$ cat src/rtl/alu16_pkg.sv
package alu16_pkg;

    parameter int DATA_W = 16;
    parameter int SECT_W = 4;

    typedef enum logic [3:0] {
        OP_ADD = 4'd0,
        OP_MUL = 4'd1,
        OP_AND = 4'd2,
        OP_OR  = 4'd3,
        OP_XOR = 4'd4,
        OP_SHL = 4'd5,
        OP_SHR = 4'd6,
        OP_ROL = 4'd7,
        OP_ROR = 4'd8
    } alu_op_e;

    typedef enum logic [1:0] {
        LG_AND = 2'd0,
        LG_OR  = 2'd1,
        LG_XOR = 2'd2
    } logic_sel_e;

    typedef struct packed {
        logic sign;
        logic zero;
    } alu_flags_t;

    typedef struct packed {
        logic go_left;
        logic wrap;
    } shift_ctl_t;

    function automatic alu_flags_t flags_of(input logic [DATA_W-1:0] r);
        alu_flags_t f;
        f.sign = r[DATA_W-1];
        f.zero = (r == '0);
        return f;
    endfunction

    function automatic logic_sel_e logic_sel_of(input alu_op_e o);
        case (o)
            OP_OR:   return LG_OR;
            OP_XOR:  return LG_XOR;
            default: return LG_AND;
        endcase
    endfunction

    function automatic shift_ctl_t shift_ctl_of(input alu_op_e o);
        shift_ctl_t c;
        c.go_left = (o == OP_SHL) || (o == OP_ROL);
        c.wrap    = (o == OP_ROL) || (o == OP_ROR);
        return c;
    endfunction

endpackage

$ cat src/rtl/alu16_csa.sv
module alu16_csa #(
    parameter int W    = 16,
    parameter int SECT = 4
) (
    input  logic [W-1:0] a,
    input  logic [W-1:0] b,
    output logic [W-1:0] sum
);
    localparam int NSEC = W / SECT;

    logic [NSEC-1:0] cy;
    assign cy[0] = 1'b0;

    for (genvar s = 0; s < NSEC; s++) begin : g_sec
        logic [SECT-1:0] as_w;
        logic [SECT-1:0] bs_w;
        assign as_w = a[s*SECT +: SECT];
        assign bs_w = b[s*SECT +: SECT];

        if (s == NSEC - 1) begin : g_last
            logic [SECT-1:0] r0;
            logic [SECT-1:0] r1;
            assign r0 = as_w + bs_w;
            assign r1 = as_w + bs_w + {{(SECT-1){1'b0}}, 1'b1};
            assign sum[s*SECT +: SECT] = cy[s] ? r1 : r0;
        end else begin : g_mid
            logic [SECT:0] r0;
            logic [SECT:0] r1;
            assign r0 = {1'b0, as_w} + {1'b0, bs_w};
            assign r1 = {1'b0, as_w} + {1'b0, bs_w} + {{SECT{1'b0}}, 1'b1};
            assign sum[s*SECT +: SECT] = cy[s] ? r1[SECT-1:0] : r0[SECT-1:0];
            assign cy[s+1] = cy[s] ? r1[SECT] : r0[SECT];
        end
    end

    always_comb begin
        AST_ADD_MODULO: assert (sum == a + b) else $error("carry-select sum mismatch");
    end

endmodule

$ cat src/rtl/alu16_mul.sv
module alu16_mul #(
    parameter int W    = 16,
    parameter int SECT = 4
) (
    input  logic [W-1:0] a,
    input  logic [W-1:0] b,
    output logic [W-1:0] prod
);
    logic [W-1:0][W-1:0] pp;
    logic [W-1:1][W-1:0] sr;
    logic [W-1:1][W-1:0] cr;

    for (genvar i = 0; i < W; i++) begin : g_pp
        assign pp[i] = b[i] ? (a << i) : '0;
    end

    assign sr[1] = pp[0];
    assign cr[1] = pp[1];

    for (genvar i = 2; i < W; i++) begin : g_row
        assign sr[i] = sr[i-1] ^ cr[i-1] ^ pp[i];
        assign cr[i] = ((sr[i-1] & cr[i-1]) | (sr[i-1] & pp[i]) | (cr[i-1] & pp[i])) << 1;
    end

    alu16_csa #(.W(W), .SECT(SECT)) u_final (
        .a   (sr[W-1]),
        .b   (cr[W-1]),
        .sum (prod)
    );

    always_comb begin
        AST_MUL_LOW: assert (prod == a * b) else $error("truncated product mismatch");
    end

endmodule

$ cat src/rtl/alu16_logic.sv
module alu16_logic
    import alu16_pkg::*;
#(
    parameter int W = 16
) (
    input  logic [W-1:0] a,
    input  logic [W-1:0] b,
    input  logic_sel_e   sel,
    output logic [W-1:0] y
);
    always_comb begin
        case (sel)
            LG_OR:   y = a | b;
            LG_XOR:  y = a ^ b;
            default: y = a & b;
        endcase
    end

    always_comb begin
        if (sel == LG_XOR)
            AST_XOR_FORM: assert (y == ((a | b) & ~(a & b))) else $error("xor mismatch");
    end

endmodule

$ cat src/rtl/alu16_shift.sv
module alu16_shift
    import alu16_pkg::*;
#(
    parameter int W = 16
) (
    input  logic [W-1:0]         din,
    input  logic [$clog2(W)-1:0] amt,
    input  shift_ctl_t           ctl,
    output logic [W-1:0]         dout
);
    localparam int LOG = $clog2(W);

    logic [LOG:0][W-1:0] st;
    assign st[0] = din;

    for (genvar k = 0; k < LOG; k++) begin : g_stage
        localparam int D = 1 << k;
        logic [W-1:0] moved;
        always_comb begin
            if (ctl.go_left)
                moved = (st[k] << D) | (ctl.wrap ? (st[k] >> (W - D)) : '0);
            else
                moved = (st[k] >> D) | (ctl.wrap ? (st[k] << (W - D)) : '0);
        end
        assign st[k+1] = amt[k] ? moved : st[k];
    end

    assign dout = st[LOG];

    always_comb begin
        if (amt == '0)
            AST_ZERO_DIST: assert (dout == din) else $error("zero distance altered data");
        if (ctl.wrap)
            AST_ROT_KEEPS_ONES: assert ($countones(dout) == $countones(din)) else $error("rotate lost bits");
    end

endmodule

$ cat src/rtl/alu16_core.sv
module alu16_core
    import alu16_pkg::*;
#(
    parameter int DATA_W = alu16_pkg::DATA_W,
    parameter int SECT_W = alu16_pkg::SECT_W
) (
    input  logic [DATA_W-1:0]         opa,
    input  logic [DATA_W-1:0]         opb,
    input  logic [3:0]                op,
    input  logic [$clog2(DATA_W)-1:0] shamt,
    output logic [DATA_W-1:0]         result,
    output logic                      flag_sign,
    output logic                      flag_zero
);
    alu_op_e      op_e;
    logic [DATA_W-1:0] add_y, mul_y, log_y, sh_y;
    alu_flags_t   fl;

    assign op_e = alu_op_e'(op);

    alu16_csa #(.W(DATA_W), .SECT(SECT_W)) u_add (
        .a   (opa),
        .b   (opb),
        .sum (add_y)
    );

    alu16_mul #(.W(DATA_W), .SECT(SECT_W)) u_mul (
        .a    (opa),
        .b    (opb),
        .prod (mul_y)
    );

    alu16_logic #(.W(DATA_W)) u_log (
        .a   (opa),
        .b   (opb),
        .sel (logic_sel_of(op_e)),
        .y   (log_y)
    );

    alu16_shift #(.W(DATA_W)) u_sh (
        .din  (opa),
        .amt  (shamt),
        .ctl  (shift_ctl_of(op_e)),
        .dout (sh_y)
    );

    always_comb begin
        case (op_e)
            OP_ADD:                         result = add_y;
            OP_MUL:                         result = mul_y;
            OP_AND, OP_OR, OP_XOR:          result = log_y;
            OP_SHL, OP_SHR, OP_ROL, OP_ROR: result = sh_y;
            default:                        result = '0;
        endcase
    end

    assign fl        = flags_of(result);
    assign flag_sign = fl.sign;
    assign flag_zero = fl.zero;

    always_comb begin
        AST_FLAGS_EXCL: assert (!(flag_sign && flag_zero)) else $error("sign and zero both set");
    end

endmodule

$ cat config.mk
export PLATFORM = sky130hd
export DESIGN_NAME = alu16_core
export DESIGN_NICKNAME = d
export VERILOG_FILES = /design/src/rtl/alu16_pkg.sv /design/src/rtl/alu16_csa.sv /design/src/rtl/alu16_mul.sv /design/src/rtl/alu16_logic.sv /design/src/rtl/alu16_shift.sv /design/src/rtl/alu16_core.sv
export SDC_FILE = /design/constraint.sdc
export NUM_CORES = 1
export LEC_CHECK = 0
export BUFFER_PORTS_ARGS = -buffer_cell sky130_fd_sc_hd__buf_4
export CAP_MARGIN = 5
export CORE_UTILIZATION = 65
export DETAILED_ROUTE_END_ITERATION = 7
export PLACE_DENSITY = 0.94
export RECOVER_POWER = 25
export SYNTH_ARGS = -nofsm -noshare
export SYNTH_HDL_FRONTEND = slang
export SYNTH_SLANG_ARGS = --single-unit
$ cat constraint.sdc
create_clock -name vclk -period 17.6
set_input_delay 3.52 -clock vclk [all_inputs]
set_output_delay 3.52 -clock vclk [all_outputs]
set_load 0.02 [all_outputs]
==> summary.txt <==
Critical path
  – Slowest cell on the critical path: fa_1
  – CP endpoint kind: output port
  – Arr. time, crit path: ~13000 ps
  – Critical Path RT: between 10000 and 15000 ps
  – Critical Setup Path Class: input pin to output port
  – Most frequent CP cell: fa_1
  – Slowest stage delay, CP: roughly 530 ps
  – Worst Path Max Fanout: 12
  – Critical Path Source Type: input pin

Pwr
  – Pwr dens: about 190 mW/mm²
  – Design Power: around 1.4 mW
  – Leak Pwr: approximately 3.3 nW
  – VDD IR max: 0.331 mV

Detailed routing
  – Drt drc: 0
  – ANT nets after route: 0
  – DRT Pass-1 Iters: 6
  – Total wire length: about 25000 µm
  – Routed wire length per instance: ~24 µm
  – Routed vias/inst: between 7 and 8
  – Via count: 7471
  – Drt initial violations: between 1000 and 1500

Logic synthesis
  – Synthesized Nets: approximately 1100
  – Syn. warnings: 0
  – Post-Syn Area: between 0.006 and 0.007 mm²
  – Netlist cell types: 75
  – Seq/Total Area, Yosys: 0
  – Mapped Cells: about 910
  – Syn Area/Cell: 7.49 µm²

Global routing
  – M2 GR Usage: 0.658
  – Number of global-route vias before repair: ~7100
  – Grt met3 use: 0.168
  – First-pass GRT wire length: roughly 38000 µm
  – Overflow after GRT: 0
  – Gr usage total: 0.452
  – Largest net degree at the start of global routing: 65
  – Met1 GRT Util: 0.594
  – Busiest grt layer: met2
  – Initial antenna violation count: 0

Final layout
  – Fillers: roughly 800
  – Layout cells sized above 1: 0.0903
  – Footprint of the multi-input gates: 0.00606 mm²
  – Final std cells w/o fill: 1041
  – Nets: between 1000 and 1500
  – Layout Area Growth over Synthesis: 5.04%
  – Antenna Cells: 0
  – Count of clock buffers in the final design: 0
  – FFs & Latches: 0
  – Seq. cell area: 0 µm²

STA
  – RSZ-0062 raised after global routing: no
  – Number of setup violations in the final report: 0
  – Measured slew at the worst slew-check pin: around 1300 ps
  – Final hold vios: 0
  – Slew HR: 0.145
  – TNS Setup: 0 ps
  – Final worst slack: around 1400 ps
  – Tmin final: around 16000 ps
  – Ratio of final minimum period to clock period: 0.918
  – F_max: just over 0.06 GHz
  – Slew Viols, Final: 0

Outcome
  – Status: complete, no violations

Place
  – Routability cong.: 1.03
  – Placed Cells: between 1000 and 1500
  – Port Buffers: a little under 60
  – Post-DP HPWL: approximately 19000 µm
  – Place WS: approximately 1600 ps

Floorplan
  – Core area: 0.00995 mm²
  – Chip width: around 100 µm
  – Placement row count: 36
  – Initial core utilization: 0.684
  – Die ar.: ~0.011 mm²
  – DIE HEIGHT: 104 µm
  – I/O pin cnt: between 50 and 60

Clock tree
  – Setup Buffers After CTS: 0
  – Post-cts sizing count: 0
  – Hold_buf cts: 0

Min path
  – HP Class: input pin to output port

Flow run
  – Number of max-cap violations: 0
final timing paths:
path	from	endpoint	slack (ps)	cells after the start
max	opb[2]	flag_zero	1440	33
min	shamt[3]	result[5]	7600	4
cell families (layout without fill, tap and decap cells):
group / after synthesis / after routing / synth area share
mux: 18 / 18 / 0.0309
buf+inv: 187 / 186 / 0.110
xor+xnor: 45 / 45 / 0.0599
simple gates: 298 / 298 / 0.198
fa+ha+maj: 146 / 146 / 0.372
compound gates: 215 / 215 / 0.229
worst max-delay path, delay by kind of cell:
family,cells,cell delay (ps)
xor gates and xnor gates,5,870
and+or+nand+nor,4,690
adders and majority gates,14,6320
buffers and inverters,9,890
AOI/OAI and AO/OA,1,310
placed cells by master (no fill, tap or decap), drive strengths merged, types with 13 or more instances in the layout:
cell type	netlist	routed
a221oi	13	13
nand2	131	131
nor3	13	13
nor2	88	88
inv	120	120
buf	27	60
nand3	14	14
a22oi	19	19
fa	94	94
o21ai	36	36
xnor2	33	33
ha	52	52
a21oi	34	34
o211ai	19	19
cell usage after synthesis (all sizes together), types with 5 or more instances:
library cell / instances / area (µm²)
a211o: 5 / 43.8
nor4: 5 / 37.5
a311oi: 7 / 61.3
o31ai: 5 / 37.5
o21ai: 36 / 180
fa: 94 / 1880
a22oi: 19 / 143
mux2i: 12 / 120
nor2: 88 / 330
nor3: 13 / 65.1
nand4b: 5 / 43.8
a21o: 7 / 52.6
a221oi: 13 / 126
nand2: 131 / 492
a222oi: 5 / 50.1
o211ai: 19 / 143
a21oi: 34 / 174
a21boi: 6 / 45.0
clkbuf: 38 / 143
a31oi: 7 / 43.8
a221o: 7 / 70.1
o22ai: 6 / 37.5
a211oi: 8 / 65.1
ha: 52 / 651
nand4: 5 / 31.3
nand3: 14 / 70.1
inv: 120 / 450
xnor2: 33 / 289
buf: 27 / 146
xor2: 11 / 96.3
cell type report:
type | count | area share
multi-input combinational | 722 | 0.848
timing repair buffer | 64 | 0.0651
inverter | 122 | 0.0641
tap | 133 | 0.0233
routing by layer:
| metal | vias up | part of all wire |
|---|---|---|
| li1 | 3118 | - |
| met1 | 3460 | 0.35 |
| met2 | 742 | 0.41 |
| met3 | 151 | 0.18 |
| met4 | 0 | 0.058 |
| met5 | - | 0 |
metrics by stage:
step	utilization	cell area (µm²)	hold slack, ps
floorplan	-	6810	7340
global placement	0.720	7160	7590
detailed placement	0.720	7160	7590
CTS	0.720	7160	7590
global route	0.718	7150	7620
finish	0.718	7150	7600
report_power, final:
part           internal [mW]  switching [mW]  leakage, nW
clock                      0               0            0
combinational          0.639           0.748         3.28
sequential                 0               0            0
No activity file was read; power rests on OpenSTA's default activity.
